<file path="src/rtl/bfx_pkg.sv">
package bfx_pkg;

  localparam int XLEN  = 32;
  localparam int ILEN  = 32;
  localparam int SHW   = $clog2(XLEN);
  localparam int WCW   = 3;
  localparam int MAXW  = 1 << WCW;

  localparam logic [6:0] OPC_CUSTOM0 = 7'h0b;
  localparam logic [2:0] F3_REG_FORM = 3'd0;
  localparam logic [2:0] F3_IMM_FORM = 3'd4;

  typedef enum logic [1:0] {
    FORM_NONE = 2'd0,
    FORM_REG  = 2'd1,
    FORM_IMM  = 2'd2
  } bfx_form_e;

  typedef struct packed {
    bfx_form_e        form;
    logic [SHW-1:0]   imm_shamt;
    logic [WCW-1:0]   wcode;
  } bfx_dec_t;

endpackage

</file>
<file path="src/rtl/bfx_decode.sv">
module bfx_decode
  import bfx_pkg::*;
(
  input  logic [ILEN-1:0] inst,
  output bfx_dec_t        dec
);

  logic [6:0] opcode;
  logic [2:0] funct3;
  logic       rsvd_clear;
  logic       is_custom;

  assign opcode     = inst[6:0];
  assign funct3     = inst[14:12];
  assign rsvd_clear = (inst[31:29] == 3'b000) && !inst[25];
  assign is_custom  = (opcode == OPC_CUSTOM0) && rsvd_clear;

  always_comb begin
    dec.form = FORM_NONE;
    if (is_custom) begin
      if (funct3 == F3_REG_FORM) begin
        dec.form = FORM_REG;
      end else if (funct3 == F3_IMM_FORM) begin
        dec.form = FORM_IMM;
      end
    end
  end

  assign dec.imm_shamt = inst[20 +: SHW];
  assign dec.wcode     = inst[26 +: WCW];

  logic unused_fields;
  assign unused_fields = ^{inst[19:15], inst[11:7]};

endmodule

</file>
<file path="src/rtl/bfx_shift.sv">
module bfx_shift
  import bfx_pkg::*;
#(
  parameter int DW  = XLEN,
  parameter int SW  = $clog2(DW)
) (
  input  logic [DW-1:0] din,
  input  logic [SW-1:0] amt,
  output logic [DW-1:0] dout
);

  logic [DW-1:0] stage [SW+1];

  assign stage[0] = din;

  for (genvar k = 0; k < SW; k++) begin : g_stage
    localparam int STEP = 1 << k;
    assign stage[k+1] = amt[k] ? (stage[k] >> STEP) : stage[k];
  end

  assign dout = stage[SW];

endmodule

</file>
<file path="src/rtl/bfx_mask.sv">
module bfx_mask
  import bfx_pkg::*;
#(
  parameter int DW = XLEN,
  parameter int CW = WCW
) (
  input  logic [CW-1:0] code,
  output logic [DW-1:0] mask
);

  localparam int SPAN = 1 << CW;

  for (genvar i = 0; i < DW; i++) begin : g_bit
    if (i < SPAN) begin : g_live
      assign mask[i] = (i <= int'(code));
    end else begin : g_dead
      assign mask[i] = 1'b0;
    end
  end

endmodule

</file>
<file path="src/rtl/bfx_unit.sv">
module bfx_unit
  import bfx_pkg::*;
(
  input  logic [ILEN-1:0] inst,
  input  logic [XLEN-1:0] rs1_val,
  input  logic [XLEN-1:0] rs2_val,
  output logic            hit,
  output logic [XLEN-1:0] result
);

  bfx_dec_t       dec;
  logic [SHW-1:0] shamt;
  logic [XLEN-1:0] shifted;
  logic [XLEN-1:0] field_mask;

  bfx_decode u_decode (
    .inst (inst),
    .dec  (dec)
  );

  always_comb begin
    unique case (dec.form)
      FORM_REG: shamt = rs2_val[SHW-1:0];
      FORM_IMM: shamt = dec.imm_shamt;
      default:  shamt = '0;
    endcase
  end

  bfx_shift #(.DW(XLEN), .SW(SHW)) u_shift (
    .din  (rs1_val),
    .amt  (shamt),
    .dout (shifted)
  );

  bfx_mask #(.DW(XLEN), .CW(WCW)) u_mask (
    .code (dec.wcode),
    .mask (field_mask)
  );

  assign hit    = (dec.form != FORM_NONE);
  assign result = hit ? (shifted & field_mask) : '0;

  logic unused_rs2_hi;
  assign unused_rs2_hi = ^rs2_val[XLEN-1:SHW];

endmodule

</file>
<file path="config.mk">
export PLATFORM = sky130hd
export DESIGN_NAME = bfx_unit
export DESIGN_NICKNAME = d
export VERILOG_FILES = /design/src/rtl/bfx_pkg.sv /design/src/rtl/bfx_decode.sv /design/src/rtl/bfx_shift.sv /design/src/rtl/bfx_mask.sv /design/src/rtl/bfx_unit.sv
export SDC_FILE = /design/constraint.sdc
export NUM_CORES = 1
export LEC_CHECK = 0
export BUFFER_PORTS_ARGS = -buffer_cell sky130_fd_sc_hd__buf_2
export CAP_MARGIN = 10
export CORE_ASPECT_RATIO = 0.9
export CORE_MARGIN = 1.5
export CORE_UTILIZATION = 46
export DETAILED_ROUTE_END_ITERATION = 8
export PLACE_DENSITY = 0.9
export SYNTH_ARGS = -nofsm -noshare
export SYNTH_HDL_FRONTEND = slang
export SYNTH_SLANG_ARGS = --single-unit
export TNS_END_PERCENT = 100
</file>
<file path="constraint.sdc">
create_clock -name vclk -period 7.7
set_clock_uncertainty 0.1 [all_clocks]
set_input_delay 1.155 -clock vclk [all_inputs]
set_output_delay 1.155 -clock vclk [all_outputs]
set_load 0.03 [all_outputs]
</file>
# Word-level counts from Yosys, hierarchy flattened
# Index checks and enable logic that the tools add are counted.
# classes
n_mux,10
order_cmp,7
n_eq_ne,4
n_reduce_logical,6
n_bitwise,1
# op_table
operator,n
32-bit two-way mux,6
32-bit by 8-bit AND with 32-bit output,1
"3-bit less-or-equal comparator, first input constant",4
5-bit one-hot mux with 2 select lines,1
"7-bit by 4-bit equality test with 1-bit output, second input constant",1
"2-bit by 3-bit less-or-equal comparator with 1-bit output, first input constant",2
3-bit logical NOT,2
2-bit two-way mux,3
"3-bit equality test, second input constant",1
"1-bit by 3-bit less-or-equal comparator with 1-bit output, first input constant",1
"2-bit by 1-bit equality test with 1-bit output, second input constant",1
"2-bit equality test, second input constant",1
1-bit logical AND,2
2-bit nonzero test,1
1-bit logical NOT,1
# totals
input_bits,96
elab_cells,28
register_bits,0
output_inout_bits,33

# Longest topological paths before layout
# Gate-level depths: netlist of run 1.
# logic_depth
depth_word,13
ltp_mapped,17
mapped_depth_nobuf,14

# Hierarchy
# From an unflattened synthesis of run 1, not the netlist that was laid out.
# hier_totals
cells_unflattened,292
hier_area_um2,2489.9
# modules_own_cells
module,area_per_inst_um2,seq_area_each_um2,instances,cells_per_inst
bfx_shift,1778.0,0.0,1,192
bfx_unit,355.3,0.0,1,51
bfx_mask,242.7,0.0,1,34
bfx_decode,113.9,0.0,1,15

# Worst setup path before layout of run 1
# No wires, ideal clock.
# synth_timing
path_kind,input port to output port
from,in inst[25]
to,out result[1]
arrival_time_ns,4.032
n_path_buf,2
cell_stages,14
t_required_ns,6.445
path_slack_ns,2.413
path_cell_list,nor4b_1 -> nand4_1 -> inv_1 -> nand2_1 -> ha_1 -> a22o_1 -> and2_1 -> buf_6 -> buf_8 -> mux2i_1 -> a22oi_2 -> a221oi_1 -> or4_1 -> a31oi_1
# synth_via
elab_chain_cells,13
word_cells_on_any_way,15
cone_classes,eq/ne (2); mux (8); bitwise (1); reduce/logical (4)
# synth_lines
item,line,rtl
start: declaration,bfx_unit.sv:4,"input logic [ILEN-1:0] inst,"
1-bit logical NOT *,bfx_decode.sv:15,assign rsvd_clear = (inst[31:29] == 3'b000) && !inst[25];
1-bit logical AND *,bfx_decode.sv:15,
1-bit logical AND *,bfx_decode.sv:16,assign is_custom = (opcode == OPC_CUSTOM0) && rsvd_clear;
2-bit two-way mux *,bfx_decode.sv:20,if (is_custom) begin
2-bit equality test or 2-bit by 1-bit equality test with 1-bit output (tied branches),bfx_unit.sv:22,unique case (dec.form)
5-bit one-hot mux with 2 select lines,bfx_unit.sv:22,
32-bit two-way mux (5 in a row),bfx_shift.sv:18,assign stage[k+1] = amt[k] ? (stage[k] >> STEP) : stage[k];
32-bit by 8-bit AND with 32-bit output,bfx_unit.sv:41,assign result = hit ? (shifted & field_mask) : '0;
32-bit two-way mux *,bfx_unit.sv:41,
end: declaration,bfx_unit.sv:8,output logic [XLEN-1:0] result
# Mark *: on every way between the ends. The rest lies on a longest branch, timed or not.

# Final worst setup path of run 1
# layout_timing
from,in inst[25]
to,out result[5]
# The elaborated chain is that of the path after synthesis.

==> impl_results.md, run 1 <==
- Inst Count DP: 314
- Core box area: 3480 µm²
- Worst Setup Start Kind: input port
- Final nets: 371
- Final std cells w/o fill: 314
- Port bufs: 68
- Area of the die: 4140 µm²
- Slew Viols, Final: 0
- CLK BUF: 0
- Design Power: 0.0617 mW
- Io pins: 129
- Setup Total Neg Slack: 0 ns
- Max Fanout on Critical Path: 21
- Max-Cap Viols: 0
- Seq_cells: 0
- Synth Cell Area: 1730 µm²
- Final worst slack: 1.50 ns
- FMAX: 0.161 GHz
- DR vias: 1944
- Final cycle utilization of the critical path: 0.805
- Run status: finished, final reports clean
- Endpoint, Worst Hold: result[3]
- DRC violations left: 0
- Final HPWL DP: 4050 µm
- Final hold slack: 2.66 ns
- Die span in x: 67.7 µm
- Detail Route Antenna Nets: 0
- Post-synthesis sequential area ratio: 0
- CTS resizes: 0
- Wire length per cell: 15.8 µm
- Max rail drop VDD: 0.0000180 V
- FF+latch area: 0 µm²
- Number of global-route vias before repair: 1725
- RSZ-0062 raised after global routing: false
- Arr. time, crit path: 4.94 ns
- Worst-margin pin slew: 1.05 ns
- FILL cells: 326
- GRT overflow: 0
- Worst Path Required: 6.44 ns
- Starting Density: 0.497
- GRT Overall Usage: 0.255
- Number of diodes: 0
- First-pass GRT wire length: 8200 µm
- Hold depth: 4
- Slew headroom: 0.300
- Mapped Avg Cell Area: 7.90 µm²
- GPL Wtd Cong: 0.968
- Drt initial violations: 159
- Final hold vios: 0
- DR vias/cell: 6.19
- Detailed Routing Iterations Pass 1: 5
- Post-Layout Inst Area: 1940 µm²
- CP Class: in2out
- Min cycle time layout: 6.20 ns
- Crit path capture type: output port
- Die height: 61.2 µm
- DP Worst Slack: 1.56 ns
- P per Cell Area: 31.9 nW/µm²
- CP startpoint: inst[25]
- Hold-fix buffers at CTS: 0
- Pin count of the biggest net entering global routing: 23
- Syn. warnings: 0
- Area delta synth->final: 11.9%
- Util after Layout: 0.557
- Syn Inst Count: 219
- Hold Path Class: in2out
- Final setup fails: 0
- Post-CTS Setup Repair Bufs: 0
- Antenna violations before repair: 0
- Drt total wl: 4960 µm
- Share of layout cells above drive strength 1: 0.341
- Post-DP Area: 1940 µm²
- Row count: 20
- Distinct cells, synth: 42
- Hold_sp: inst[28]
- LEAKAGE: 0.987 nW
==> power by group <==
part / switching [mW] / internal (mW) / total [mW]
logic: 0.0371 / 0.0246 / 0.0617
registers: 0 / 0 / 0
clock network: 0 / 0 / 0
total: 0.0371 / 0.0246 / 0.0617
==> cells in the final DEF (no fill, tap or decap), types with 2 or more instances in the layout <==
cell type,n
and2_1,3
inv_1,5
nand4_1,4
a22oi_1,5
or4_1,2
conb_1,24
ha_1,3
a2111oi_0,3
a21oi_1,5
nand2b_1,2
a22o_1,3
nand3_1,9
nor4_1,2
nor2_1,8
o21ai_0,5
a22oi_2,2
a31oi_1,5
mux4_2,18
a211oi_1,4
buf_4,2
mux2_2,2
buf_2,68
a221oi_1,6
o21ai_1,2
mux2i_1,25
nor2b_1,3
nand2_1,36
nor3_1,4
==> worst max path at each step <==
stage                      endpoint
final                     result[5]
after global routing      result[5]
after CTS                 result[5]
after detailed placement  result[5]
after global placement    result[1]
after floorplan           result[1]
==> layer usage <==
layer,share of wire,vias up,GRT usage
met2,0.46,156,0.396
met5,0,-,0
met4,0.026,0,0.0787
li1,-,900,-
met3,0.11,15,0.0329
met1,0.40,873,0.370
==> final cells by class <==
class / count / area, µm² / area share
Tap cell: 44 / 55.1 / 0.0284
Inverter: 5 / 18.8 / 0.00969
Timing Repair Buffer: 70 / 355 / 0.183
Multi-Input combinational cell: 195 / 1510 / 0.778
==> cell families after synthesis <==
logic type      Yosys count  synth area share
fa+ha+maj                 3            0.0217
buf+inv                  47             0.179
other cells               1           0.00217
compound gates           46             0.196
mux                      45             0.392
simple gates             77             0.210
==> worst max-delay path: stages <==
cell and delay [ns]:
buf_2 0.10, nor4b_1 0.32, nand4_1 0.13, inv_1 0.08, nand2_1 0.09, ha_1 0.28
a22oi_2 0.29, nand2b_1 0.72, buf_4 0.41, a211oi_1 0.12, a2111oi_0 0.47, a211oi_1 0.15
nor4_1 0.28, or3_1 0.15, buf_2 0.19
==> cell usage after synthesis, types with 3 or more instances <==
master     number  area [µm²]
o21ai_0         5        25.0
nand4_1         4        25.0
a22o_1          3        26.3
buf_4          27         203
nor2b_1         3        18.8
nor2_1          8        30.0
a22oi_1         5        37.5
and2_1          3        18.8
a21oi_1         5        25.0
nand2_1        36         135
clkbuf_1        7        26.3
a31oi_1         5        31.3
a2111oi_0       3        26.3
a221oi_1        6        52.6
mux2i_1        25         250
mux4_2         18         405
inv_1           5        18.8
a211oi_1        4        30.0
nand3_1         9        45.0
nor3_1          4        20.0
ha_1            3        37.5
buf_2           4        20.0
Note: power is estimated with default switching activity, not from simulation.
==> run 2, diff against run 1 <==
--- a/config.mk
+++ b/config.mk
@@ -9,9 +9,9 @@
 export CAP_MARGIN = 10
 export CORE_ASPECT_RATIO = 0.9
 export CORE_MARGIN = 1.5
-export CORE_UTILIZATION = 46
+export CORE_UTILIZATION = 43
 export DETAILED_ROUTE_END_ITERATION = 8
-export PLACE_DENSITY = 0.9
+export PLACE_DENSITY = 0.85
 export SYNTH_ARGS = -nofsm -noshare
 export SYNTH_HDL_FRONTEND = slang
 export SYNTH_SLANG_ARGS = --single-unit
==> constraint.sdc (replaced) <==
create_clock -name vclk -period 6
set_clock_uncertainty 0.1 [all_clocks]
set_input_delay 0.9 -clock vclk [all_inputs]
set_output_delay 0.9 -clock vclk [all_outputs]
set_load 0.03 [all_outputs]
==> impl_results.md, run 2 (synthesis results as in run 1) <==
- Run status: finished, final reports clean
- CTS resizes: 0
- Delay-heaviest family, CP: simple AND/OR/NAND/NOR gates
- Die height: 63.2 µm
- Hold depth: 4
- Seq_cells: 0
- RSZ-0062 raised after global routing: false
- FMAX: 0.188 GHz
- Final HPWL DP: 4210 µm
- Port bufs: 68
- DRC violations left: 0
- Setup Total Neg Slack: 0 ns
- Hold Path Class: in2out
- Final cycle utilization of the critical path: 0.888
- Starting Density: 0.457
- Arr. time, crit path: 4.33 ns
- Slew Viols, Final: 0
- DR vias/cell: 6.23
- Final nets: 374
- Detail Route Antenna Nets: 0
- FF+latch area: 0 µm²
- Drt total wl: 5150 µm
- Pin count of the biggest net entering global routing: 40
- Max-Cap Viols: 0
- Area delta synth->final: 14.1%
- Hold_sp: inst[28]
- Clock power frac: 0
- Switching share of power: 0.603
- CP Class: in2out
- CLK BUF: 0
- Number of global-route vias before repair: 1805
- GPL Wtd Cong: 0.988
- Final worst slack: 0.669 ns
- Worst Setup Start Kind: input port
- LEAKAGE: 1.01 nW
- Hold-fix buffers at CTS: 0
- Final hold vios: 0
- Final std cells w/o fill: 319
- Most frequent cells in the layout: 68 x buf_2, 36 x nand2_1, 25 x mux2i_1
- Min cycle time layout: 5.33 ns
- Max Fanout on Critical Path: 14
- CP max stage cell: nand2_1
- First-pass GRT wire length: 8580 µm
- Wire length per cell: 16.2 µm
- Sequential Power Share: 0
- Area of the die: 4410 µm²
- Inst Count DP: 319
- Share of layout cells above drive strength 1: 0.348
- Io pins: 129
- Number of diodes: 0
- GRT overflow: 0
- Commonest non-fill, non-tap cell in the layout: buf_2
- Slew headroom: 0.503
- NetSw: 0.0480 mW
- Post-CTS Setup Repair Bufs: 0
- Detailed Routing Iterations Pass 1: 4
- Cell-internal power: 0.0316 mW
- Critical path's largest stage delay: 0.56 ns
- GRT Overall Usage: 0.231
- Worst path buffer plus inverter count: 4
- Drt initial violations: 164
- Row count: 21
- Antenna violations before repair: 0
- Worst-margin pin slew: 0.744 ns
- Core box area: 3780 µm²
- Die span in x: 69.9 µm
- Most frequent CP cell: mux2i_1
- Crit path capture type: output port
- Final setup fails: 0
- Worst Path Required: 5.00 ns
- Max rail drop VDD: 0.0000235 V
- DP Worst Slack: 0.709 ns
- CP Cell Sequence: buf_2 -> nor4b_1 -> nand4_1 -> inv_1 -> nand2_1 -> ha_1 -> a22o_1 -> nand2_1 -> buf_4 -> mux2i_1 -> mux2i_1 -> mux2i_1 -> a2111oi_0 -> a31o_1 -> buf_2
- P per Cell Area: 40.3 nW/µm²
- Comb power frac: 1.000
- Endpoint, Worst Hold: result[3]
- DR vias: 1988
-- run 2: cell count changes in the layout (fill, tap and decap cells not counted) --
| cell | previous run | this run |
|---|---|---|
| buf_4 | 2 | 4 |
| buf_12 | 0 | 1 |
-- run 2: power groups by stage --
stage,combinational [mW],clock (mW),sequential (mW)
after floorplan,0.0576,0,0
after global placement,0.0761,0,0
after detailed placement,0.0781,0,0
after CTS,0.0783,0,0
after global routing,0.0855,0,0
final,0.0796,0,0
-- run 2: area by class of cell --
class,count,area [µm²]
Fill cell,367,1810
Timing Repair Buffer,73,390
Inverter,5,18.8
Tap cell,46,57.6
Multi-Input combinational cell,195,1510
-- run 2: per-layer routing --
layer	track usage	routed length, µm	vias up
li1	-	-	908
met1	0.325	2090	925
met2	0.386	2460	142
met3	0.0176	499	13
met4	0.0577	102	0
met5	0	0	-
-- run 2: metrics by stage --
stage	hold slack, ns	power (mW)	instance area [µm²]	utilization
4_1_cts	2.15	0.0783	1970	0.522
6_report	2.15	0.0796	1970	0.522
3_3_place_gp	2.14	0.0761	1970	0.522
2_1_floorplan	1.94	0.0576	1820	-
3_5_place_dp	2.15	0.0781	1970	0.522
5_1_grt	2.21	0.0855	1970	0.522
-- run 2: worst max-delay path by stage --
stage / cells after the start / slack, ns / start / endpoint
2_1_floorplan: 14 / 1.22 / inst[25] / result[1]
3_3_place_gp: 14 / 0.80 / inst[25] / result[1]
3_5_place_dp: 14 / 0.71 / inst[25] / result[1]
4_1_cts: 14 / 0.69 / inst[25] / result[1]
5_1_grt: 14 / 0.29 / inst[25] / result[1]
6_report: 15 / 0.67 / inst[25] / result[0]
-- run 2: tightest hold or removal path: stages --
cell     delay [ns]
buf_2          0.12
a21oi_1        0.11
nor3_1         0.05
buf_2          0.17
==> run 3, diff against run 2 <==
--- a/config.mk
+++ b/config.mk
@@ -9,9 +9,9 @@
 export CAP_MARGIN = 10
 export CORE_ASPECT_RATIO = 0.9
 export CORE_MARGIN = 1.5
-export CORE_UTILIZATION = 43
+export CORE_UTILIZATION = 39
 export DETAILED_ROUTE_END_ITERATION = 8
-export PLACE_DENSITY = 0.85
+export PLACE_DENSITY = 0.81
 export SYNTH_ARGS = -nofsm -noshare
 export SYNTH_HDL_FRONTEND = slang
 export SYNTH_SLANG_ARGS = --single-unit
==> constraint.sdc (replaced) <==
create_clock -name vclk -period 4.4
set_clock_uncertainty 0.1 [all_clocks]
set_input_delay 0.66 -clock vclk [all_inputs]
set_output_delay 0.66 -clock vclk [all_outputs]
set_load 0.03 [all_outputs]
==> impl_results.md, run 3 (synthesis results as in run 1) <==
- Starting Density: 0.416
- DR vias: 2085
- Final HPWL DP: 4420 µm
- Run status: finished, final reports clean
- Clock power frac: 0
- Crit path capture type: output port
- Worst Path Required: 3.64 ns
- Final hold slack: 1.68 ns
- First-pass GRT wire length: 8440 µm
- Detail Route Antenna Nets: 0
- CP startpoint: inst[5]
- Drt total wl: 5750 µm
- FMAX: 0.235 GHz
- Comb power frac: 1.000
- Critical Path End: result[0]
- GRT Overall Usage: 0.218
- Slew Viols, Final: 0
- Number of diodes: 0
- Most frequent cells in the layout: 67 x buf_2, 35 x nand2_1, 24 x conb_1
- Hold depth: 4
- Final hold vios: 0
- NetSw: 0.0699 mW
- Min cycle time layout: 4.26 ns
- Final cycle utilization of the critical path: 0.968
- Final setup fails: 0
- Switching share of power: 0.603
- Area of the die: 4850 µm²
- Port bufs: 68
- CP Class: in2out
- Pin count of the biggest net entering global routing: 25
- FF+latch area: 0 µm²
- DRC violations left: 0
- Max Fanout on Critical Path: 5
- Max rail drop VDD: 0.0000335 V
- Max-Cap Viols: 0
- Share of layout cells above drive strength 1: 0.445
- Detailed Routing Iterations Pass 1: 5
- Slew headroom: 0.668
- Cell-internal power: 0.0460 mW
- Design Power: 0.116 mW
- Util after Layout: 0.551
- Worst-margin pin slew: 0.493 ns
- Area delta synth->final: 32.4%
- Commonest non-fill, non-tap cell in the layout: buf_2
- P per Cell Area: 50.6 nW/µm²
- Inst Count DP: 346
- Arr. time, crit path: 3.50 ns
- DR vias/cell: 5.96
- Core box area: 4160 µm²
- Row count: 22
- Final worst slack: 0.140 ns
- GPL Wtd Cong: 0.947
- Sequential Power Share: 0
- Final nets: 391
- Post-DP Area: 2100 µm²
- GRT overflow: 0
- Antenna violations before repair: 0
- Final std cells w/o fill: 350
- Die span in x: 73.2 µm
- LEAKAGE: 1.15 nW
- Post-Layout Inst Area: 2290 µm²
- Die height: 66.2 µm
- CLK BUF: 0
- Setup Total Neg Slack: 0 ns
- Hold-fix buffers at CTS: 0
- Io pins: 129
- Hold Path Class: in2out
- Wire length per cell: 16.4 µm
- Seq_cells: 0
- Worst Setup Start Kind: input port
- Number of global-route vias before repair: 1782
- FILL cells: 386
- Drt initial violations: 273
- DP Worst Slack: -0.0940 ns
-- run 3: area by class of cell --
| class | instances | area, µm² | area share |
|---|---|---|---|
| well taps | 60 | 75.1 | 0.0328 |
| multi-input cells | 195 | 1600 | 0.700 |
| repair buffers | 90 | 593 | 0.259 |
| inverters | 5 | 18.8 | 0.00819 |
-- run 3: worst min-delay path by stage --
stage | from | to
3_3_place_gp | inst[28] | result[3]
4_1_cts | inst[28] | result[3]
3_5_place_dp | inst[28] | result[3]
6_report | inst[28] | result[3]
5_1_grt | inst[28] | result[3]
2_1_floorplan | inst[28] | result[3]
-- run 3: power groups by stage --
stage,combinational (mW),clock [mW],sequential [mW]
3_5_place_dp,0.108,0,0
6_report,0.116,0,0
5_1_grt,0.124,0,0
2_1_floorplan,0.0786,0,0
3_3_place_gp,0.106,0,0
4_1_cts,0.108,0,0
-- run 3: critical path, stage by stage --
cell     delay, ns
buf_2         0.11
nor4_2        0.26
nand4_1       0.11
inv_1         0.09
nand2_1       0.11
ha_2          0.23
a22o_4        0.28
nand2_4       0.12
buf_12        0.13
mux4_2        0.53
mux4_2        0.49
a31o_1        0.22
buf_2         0.17
-- run 3: routing by layer --
metal  up-vias  GRT usage  share of wire
li1        949          -              -
met1       974      0.312           0.39
met2       156      0.367           0.49
met3         6     0.0198           0.11
met4         0     0.0212         0.0070
met5         -          0              0
-- run 3: timing repair --
item	4_1_cts	5_1_grt
endpoints found under the setup margin	3	7
setup buffers	0	1
pin swaps	0	3
endpoints found under the hold margin	0	0
cloned	0	3
gates resized for setup	1	25
